==> src/rtl/cwg_pkg.sv <==
package cwg_pkg;
  typedef enum logic {
    WIN_SHUT = 1'b0,
    WIN_LIVE = 1'b1
  } win_state_e;
endpackage

==> src/rtl/cwg_range_chk.sv <==
// Decides whether one signed relative address is writable: inside the own
// region or inside the daughter window (when it is open).
module cwg_range_chk #(
  parameter int AW = 16
) (
  input  logic [AW:0]   addr,      // sign-extended address, bit AW is sign
  input  logic [AW-1:0] own_size,
  input  logic          win_live,
  input  logic [AW-1:0] win_base,  // signed base
  input  logic [AW-1:0] win_size,
  output logic          hit
);
  localparam int EW = AW + 2;

  logic signed [EW-1:0] a_x;
  logic signed [EW-1:0] own_hi;
  logic signed [EW-1:0] w_lo;
  logic signed [EW-1:0] w_hi;
  logic                 own_hit;
  logic                 win_hit;

  always_comb begin
    a_x     = {addr[AW], addr};
    own_hi  = {2'b00, own_size};
    w_lo    = {{2{win_base[AW-1]}}, win_base};
    w_hi    = w_lo + {2'b00, win_size};
    own_hit = !a_x[EW-1] && (a_x < own_hi);
    win_hit = win_live && (a_x >= w_lo) && (a_x < w_hi);
    hit     = own_hit || win_hit;
  end
endmodule

==> src/rtl/cwg_repro.sv <==
// Daughter life cycle: divide is applied first, then allocate, within a cycle.
module cwg_repro
  import cwg_pkg::*;
#(
  parameter int AW     = 16,
  parameter int MIN_SZ = 10,
  parameter int MAX_SZ = 512
) (
  input  logic          clk,
  input  logic          rst_n,
  input  logic          alloc_req,
  input  logic          div_req,
  input  logic [AW-1:0] acc,
  input  logic          mem_ok,
  input  logic [AW-1:0] mem_base,
  output logic          mem_req,
  output logic [AW-1:0] mem_size,
  output logic          win_live,
  output logic [AW-1:0] win_base,
  output logic [AW-1:0] win_size,
  output logic          alloc_ack,
  output logic [AW-1:0] alloc_ptr,
  output logic          spawn_vld,
  output logic [AW-1:0] spawn_base,
  output logic [AW-1:0] spawn_size,
  output logic          alloc_err,
  output logic          div_err
);
  localparam logic signed [AW:0] SZ_LO = (AW+1)'(MIN_SZ);
  localparam logic signed [AW:0] SZ_HI = (AW+1)'(MAX_SZ);

  win_state_e    state_q, state_mid, state_d;
  logic [AW-1:0] base_q, base_d;
  logic [AW-1:0] size_q, size_d;
  logic          win_en;
  logic          ack_q, ack_d;
  logic [AW-1:0] ptr_q, ptr_d;
  logic          spv_q, spv_d;
  logic [AW-1:0] spb_q, spb_d;
  logic [AW-1:0] sps_q, sps_d;
  logic signed [AW:0] acc_x;
  logic          size_ok;

  // next-state logic
  always_comb begin
    acc_x   = {acc[AW-1], acc};
    size_ok = (acc_x >= SZ_LO) && (acc_x <= SZ_HI);

    // divide stage
    state_mid = state_q;
    div_err   = 1'b0;
    spv_d     = 1'b0;
    spb_d     = '0;
    sps_d     = '0;
    if (div_req) begin
      if (state_q == WIN_LIVE) begin
        spv_d     = 1'b1;
        spb_d     = base_q;
        sps_d     = size_q;
        state_mid = WIN_SHUT;
      end else begin
        div_err = 1'b1;
      end
    end

    // allocate stage, sees the window after the divide
    state_d   = state_mid;
    base_d    = base_q;
    size_d    = size_q;
    win_en    = 1'b0;
    mem_req   = 1'b0;
    alloc_err = 1'b0;
    ack_d     = alloc_req;
    ptr_d     = '0;
    if (alloc_req) begin
      if (!size_ok) begin
        alloc_err = 1'b1;
      end else if (state_mid == WIN_LIVE) begin
        alloc_err = 1'b1;
      end else begin
        mem_req = 1'b1;
        if (mem_ok) begin
          state_d = WIN_LIVE;
          win_en  = 1'b1;
          base_d  = mem_base;
          size_d  = acc;
          ptr_d   = mem_base;
        end
      end
    end
    mem_size = mem_req ? acc : '0;
  end

  // state registers
  always_ff @(posedge clk or negedge rst_n) begin
    if (!rst_n) begin
      state_q <= WIN_SHUT;
    end else begin
      state_q <= state_d;
    end
  end

  always_ff @(posedge clk or negedge rst_n) begin
    if (!rst_n) begin
      base_q <= '0;
      size_q <= '0;
    end else if (win_en) begin
      base_q <= base_d;
      size_q <= size_d;
    end
  end

  // response registers
  always_ff @(posedge clk or negedge rst_n) begin
    if (!rst_n) begin
      ack_q <= 1'b0;
      ptr_q <= '0;
      spv_q <= 1'b0;
      spb_q <= '0;
      sps_q <= '0;
    end else begin
      ack_q <= ack_d;
      ptr_q <= ptr_d;
      spv_q <= spv_d;
      spb_q <= spb_d;
      sps_q <= sps_d;
    end
  end

  assign win_live   = (state_q == WIN_LIVE);
  assign win_base   = base_q;
  assign win_size   = size_q;
  assign alloc_ack  = ack_q;
  assign alloc_ptr  = ptr_q;
  assign spawn_vld  = spv_q;
  assign spawn_base = spb_q;
  assign spawn_size = sps_q;
endmodule

==> src/rtl/cwg_err_cnt.sv <==
// Saturating fault counter with a multi-fault increment.
module cwg_err_cnt #(
  parameter int W  = 16,
  parameter int IW = 2
) (
  input  logic          clk,
  input  logic          rst_n,
  input  logic [IW-1:0] inc,
  output logic [W-1:0]  count,
  output logic          pulse
);
  logic [W-1:0] cnt_q, cnt_d;
  logic [W:0]   sum;
  logic         cnt_en;
  logic         pulse_q, pulse_d;

  always_comb begin
    sum     = {1'b0, cnt_q} + (W+1)'(inc);
    cnt_en  = |inc;
    cnt_d   = sum[W] ? '1 : sum[W-1:0];
    pulse_d = |inc;
  end

  always_ff @(posedge clk or negedge rst_n) begin
    if (!rst_n) begin
      cnt_q <= '0;
    end else if (cnt_en) begin
      cnt_q <= cnt_d;
    end
  end

  always_ff @(posedge clk or negedge rst_n) begin
    if (!rst_n) begin
      pulse_q <= 1'b0;
    end else begin
      pulse_q <= pulse_d;
    end
  end

  assign count = cnt_q;
  assign pulse = pulse_q;
endmodule

==> src/rtl/cell_write_guard.sv <==
module cell_write_guard #(
  parameter int AW     = 16,
  parameter int MIN_SZ = 10,
  parameter int MAX_SZ = 512,
  parameter int ERR_W  = 16
) (
  input  logic             clk,
  input  logic             rst_n,
  input  logic [AW-1:0]    cell_size,
  input  logic [AW-1:0]    acc,
  input  logic             alloc_req,
  input  logic             div_req,
  output logic             mem_req,
  output logic [AW-1:0]    mem_size,
  input  logic             mem_ok,
  input  logic [AW-1:0]    mem_base,
  output logic             alloc_ack,
  output logic [AW-1:0]    alloc_ptr,
  output logic             win_open,
  output logic             spawn_vld,
  output logic [AW-1:0]    spawn_base,
  output logic [AW-1:0]    spawn_size,
  input  logic             st_vld,
  input  logic             st_word,
  input  logic [AW-1:0]    st_addr,
  output logic             st_ok,
  output logic             st_bad,
  output logic             err_pulse,
  output logic [ERR_W-1:0] err_count
);
  localparam int NBYTE = 2;
  localparam int IW    = 2;

  // reset: asserted asynchronously, released on the clock
  logic rst_meta, rst_sync_n;
  always_ff @(posedge clk or negedge rst_n) begin
    if (!rst_n) begin
      rst_meta   <= 1'b0;
      rst_sync_n <= 1'b0;
    end else begin
      rst_meta   <= 1'b1;
      rst_sync_n <= rst_meta;
    end
  end

  logic          win_live;
  logic [AW-1:0] win_base;
  logic [AW-1:0] win_size;
  logic          alloc_err;
  logic          div_err;

  cwg_repro #(
    .AW     (AW),
    .MIN_SZ (MIN_SZ),
    .MAX_SZ (MAX_SZ)
  ) u_repro (
    .clk        (clk),
    .rst_n      (rst_sync_n),
    .alloc_req  (alloc_req),
    .div_req    (div_req),
    .acc        (acc),
    .mem_ok     (mem_ok),
    .mem_base   (mem_base),
    .mem_req    (mem_req),
    .mem_size   (mem_size),
    .win_live   (win_live),
    .win_base   (win_base),
    .win_size   (win_size),
    .alloc_ack  (alloc_ack),
    .alloc_ptr  (alloc_ptr),
    .spawn_vld  (spawn_vld),
    .spawn_base (spawn_base),
    .spawn_size (spawn_size),
    .alloc_err  (alloc_err),
    .div_err    (div_err)
  );

  // per-byte permission, judged on the registered (pre-update) window
  logic [AW:0]       addr_ext;
  logic [NBYTE-1:0]  byte_hit;
  assign addr_ext = {st_addr[AW-1], st_addr};

  for (genvar k = 0; k < NBYTE; k++) begin : g_byte
    logic [AW:0] b_addr;
    assign b_addr = addr_ext + (AW+1)'(k);
    cwg_range_chk #(.AW(AW)) u_rng (
      .addr     (b_addr),
      .own_size (cell_size),
      .win_live (win_live),
      .win_base (win_base),
      .win_size (win_size),
      .hit      (byte_hit[k])
    );
  end

  logic st_grant, st_err;
  logic st_ok_q, st_ok_d, st_bad_q, st_bad_d;

  always_comb begin
    st_grant = byte_hit[0] && (byte_hit[1] || !st_word);
    st_ok_d  = st_vld && st_grant;
    st_bad_d = st_vld && !st_grant;
    st_err   = st_bad_d;
  end

  always_ff @(posedge clk or negedge rst_sync_n) begin
    if (!rst_sync_n) begin
      st_ok_q  <= 1'b0;
      st_bad_q <= 1'b0;
    end else begin
      st_ok_q  <= st_ok_d;
      st_bad_q <= st_bad_d;
    end
  end

  assign st_ok    = st_ok_q;
  assign st_bad   = st_bad_q;
  assign win_open = win_live;

  logic [IW-1:0] fault_cnt;
  assign fault_cnt = IW'(st_err) + IW'(alloc_err) + IW'(div_err);

  cwg_err_cnt #(
    .W  (ERR_W),
    .IW (IW)
  ) u_err (
    .clk   (clk),
    .rst_n (rst_sync_n),
    .inc   (fault_cnt),
    .count (err_count),
    .pulse (err_pulse)
  );
endmodule

==> config.mk <==
export PLATFORM = sky130hd
export DESIGN_NAME = cell_write_guard
export DESIGN_NICKNAME = d
export VERILOG_FILES = /design/src/rtl/cwg_pkg.sv /design/src/rtl/cwg_range_chk.sv /design/src/rtl/cwg_repro.sv /design/src/rtl/cwg_err_cnt.sv /design/src/rtl/cell_write_guard.sv
export SDC_FILE = /design/constraint.sdc
export NUM_CORES = 1
export LEC_CHECK = 0
export BUFFER_PORTS_ARGS = -buffer_cell sky130_fd_sc_hd__buf_2
export CAP_MARGIN = 20
export CORE_UTILIZATION = 40
export DETAILED_ROUTE_END_ITERATION = 6
export PLACE_DENSITY = 0.62
export REMOVE_ABC_BUFFERS = 1
export SETUP_SLACK_MARGIN = 0.02
export SYNTH_ARGS = -nofsm -noshare
export SYNTH_HDL_FRONTEND = slang
export SYNTH_SLANG_ARGS = --single-unit
==> constraint.sdc <==
create_clock -name clk -period 5 [get_ports clk]
set_input_delay 1 -clock clk [delete_from_list [all_inputs] [get_ports clk]]
set_output_delay 1 -clock clk [all_outputs]
set_load 0.02 [all_outputs]
==> results.json <==
{
  "io_buffers": 151,
  "max-vdd-ir-drop_uv": 196.5,
  "comb_power_share_pct": 29.4,
  "synth_cells": 758,
  "period_needed_ns": 6.084,
  "drc_errors": 0,
  "clk_pin_slew_ns": 0.08,
  "power_leakage_nw": 5.622,
  "gp_congestion": 0.8711,
  "ys_types": 71,
  "clockPowerShare_pct": 29.2,
  "tightest_slew_ns": 0.9604,
  "cts_buffers": 9,
  "design_area_sq_um": 10100,
  "arrival_ns": 6.32,
  "worst_path_most_repeated_cell": "a21oi_2",
  "die_w_um": 137.5,
  "startpoint": "u_repro.win_size[0]$_DFFE_PN0P_",
  "fin_ws_ns": -1.084,
  "antenna_found_initial": 0,
  "dp_slack_ns": -1.439,
  "rrSetupSlack_ns": -1.08,
  "synthArstFlopShare_pct": 100.0,
  "crit_type": "reg2reg",
  "n_antenna_cell": 0,
  "synth.area.top_cells": "dfrtp_1 35%, ha_1 18%, and3_1 4.5%",
  "finalMaxSlewViolations": 0,
  "cts_htree_levels": 3,
  "finalWirelength_mm": 19.40,
  "instances_no_fill": 1310,
  "die_h_um": 137.5,
  "timing.rr.end": "u_err.count[15]$_DFFE_PN0P_",
  "fin_nets": 1258,
  "finalHoldViolCount": 0,
  "drt_iter0_drc": 280,
  "groute.usage.overall_pct": 20.45,
  "setup_viol": 17,
  "max_cap_violations": 0,
  "p_per_area_nw_per_um2": 225.9,
  "cts_tree": "built",
  "clock_skew_ns": 0.01144,
  "grt_setup_unrepaired": "true",
  "required_ns": 5.24,
  "ys_warn_count": 0,
  "synth_seq_cells": 104,
  "final_common_cell": "buf_4",
  "fp.coreArea_sq_um": 17960,
  "detail-route-antenna-nets": 0,
  "p_int_mw": 1.555,
  "p_sw_share_pct": 31.87,
  "vias": 6577,
  "ys_seq_area_share_pct": 35.42,
  "status": "finished, violations left",
  "crit_path_start_kind": "flip-flop",
  "clock_sinks": 104,
  "rr_worst_depth": 28,
  "violations": "setup timing",
  "whs_ns": 0.2266,
  "hold_class": "reg2async",
  "slowest_stage": "fa_1",
  "drt-wirelength-per-cell_um": 14.81,
  "grt_max_degree": 78,
  "dp_hpwl_mm": 15.22,
  "gr-total-overflow": 0,
  "ios": 158,
  "start_util_pct": 40.91,
  "synthFlopType": "dfrtp_1",
  "clk_latency_ns": 0.35,
  "r2r-start": "u_repro.win_size[0]$_DFFE_PN0P_",
  "dieArea_sq_um": 18920,
  "synth_edf_count": 0,
  "mostFrequentLayoutCells": "172 x buf_4, 151 x buf_2, 103 x dfrtp_1, 100 x ha_1, 61 x nand2_1",
  "place_inst": 1284,
  "clock.fmax_mhz": 164.4,
  "syn_to_final_growth_pct": 37.44,
  "placed_area_sq_um": 9512,
  "grt_pass1_vias": 6218,
  "vias_per_cell": 5.021,
  "syn_area_per_cell_sq_um": 9.694,
  "postLayoutCoreUtil_pct": 56.22,
  "synth.top_cell.area_share_pct": 35.42,
  "endpoint": "u_err.count[15]$_DFFE_PN0P_",
  "maxSlewHeadroom_pct": 35.97,
  "end_kind": "flip-flop",
  "clockRootBuffer": "clkbuf_16",
  "crit_fanout": 2,
  "switching_power_mw": 0.7273,
  "synth.largest_area_cell": "dfrtp_1",
  "dr.pass1.iters": 4,
  "seqPwrFrac_pct": 41.4,
  "syn-cell-area_sq_um": 7348,
  "timing.final.crit_share_pct": 121.7,
  "num_rows": 49,
  "clk_path_buf_depth": 2,
  "drive_above_1_share_pct": 38.02,
  "grt_first_pass_wirelength_mm": 30.34,
  "critical_path.max_stage_delay_ns": 0.57
}
==> sequential cells by signal, summed over array words and instances, names as in the netlist <==
register and cells:
u_err.count 16, u_repro.alloc_ptr 16, u_repro.spawn_base 16, u_repro.spawn_size 16, u_repro.win_base 16, u_repro.win_size 16, rst_meta 1, rst_sync_n 1
st_bad 1, st_ok 1, u_err.pulse 1, u_repro.alloc_ack 1, u_repro.spawn_vld 1, u_repro.win_live 1
==> power groups by stage <==
stage	combinational (mW)	clock (mW)	sequential, mW
after global routing	0.747	0.715	0.951
final	0.670	0.667	0.945
after floorplan	0.293	0	0.999
after global placement	0.597	0	0.957
after CTS	0.628	0.679	0.941
after detailed placement	0.607	0	0.957
==> area by class of cell <==
class                   count  area (sq um)
well taps                 229         286.5
multi-input cells         577          4622
repair buffers            326          2090
clock inverters             7         52.55
clock buffers               9         225.2
inverters                  58         217.7
flip-flops and latches    104          2606
fillers                  1622          7864
==> routing by layer <==
layer	share of wire, %	track usage (%)	up-vias
met5	0	0	-
met3	2.8	2.907	10
met1	46	27.12	3106
met4	0.68	3.541	0
met2	51	35.51	110
li1	-	-	3351
==> worst min-delay path by stage <==
stage	depth (start not counted)	endpoint	start	slack, ns
floorplan	0	rst_sync_n$_DFF_PN0_	rst_meta$_DFF_PN0_	0.33
global placement	0	u_repro.spawn_size[0]$_DFF_PN0_	rst_sync_n$_DFF_PN0_	0.24
finish	0	u_repro.spawn_size[0]$_DFF_PN0_	rst_sync_n$_DFF_PN0_	0.23
CTS	0	u_repro.alloc_ptr[0]$_DFF_PN0_	rst_sync_n$_DFF_PN0_	0.24
detailed placement	0	u_repro.win_size[2]$_DFFE_PN0P_	rst_sync_n$_DFF_PN0_	0.24
global route	0	u_repro.win_base[3]$_DFFE_PN0P_	rst_sync_n$_DFF_PN0_	0.26
==> through the flow <==
step / total power, mW / setup TNS, ns
finish: 2.282 / -16.86
global route: 2.414 / -23.29
CTS: 2.249 / -14.69
detailed placement: 1.564 / -22.64
global placement: 1.554 / -19.80
floorplan: 1.292 / -16.31
==> worst max-delay path, delay by kind of cell (launching register included) <==
kind                     cells  cell delay [ns]
AO/OA/AOI/OAI               11             1.65
XOR/XNOR                     1             0.24
adder cells (fa/ha/maj)      6             1.67
buffers and inverters        2             0.27
flip-flops                   1             0.39
multiplexers                 1             0.31
AND/OR/NAND/NOR              7             1.43
==> logic make-up after synthesis <==
kind of cell             Yosys count  share of synthesized area [%]
AO/OA/AOI/OAI                    165                          16.26
XOR/XNOR                          37                          4.410
adder cells (fa/ha/maj)          112                          19.34
buffers and inverters             82                          5.040
flip-flops                       104                          35.42
multiplexers                       4                         0.5959
other                              2                         0.1022
AND/OR/NAND/NOR                  252                          18.83
==> synthesized netlist by cell type (4+ instances only) <==
cell type  number
a211o_1         5
a211oi_1        9
a21o_1         32
a21oi_1        41
a31oi_1         7
and2_1         19
and3_1         53
buf_4           6
buf_6           5
clkbuf_1       11
dfrtp_1       104
ha_1          108
inv_1          58
nand2_1        71
nand2b_1        8
nand3_1        14
nand4_1        18
nor2_1         28
nor2b_1         9
nor3_1          7
nor4_1          4
o21a_1          8
o21ai_0        23
o21bai_1        6
xnor2_1        21
xor2_1         16
==> what timing repair did <==
item	4_1_cts	5_1_grt
resized for setup	20	39
buffers inserted	4	6
endpoints found under the setup margin	17	17
pin swaps	20	25
hold buffers	0	0
cloned	1	0
(Power assumes the default switching activity.)
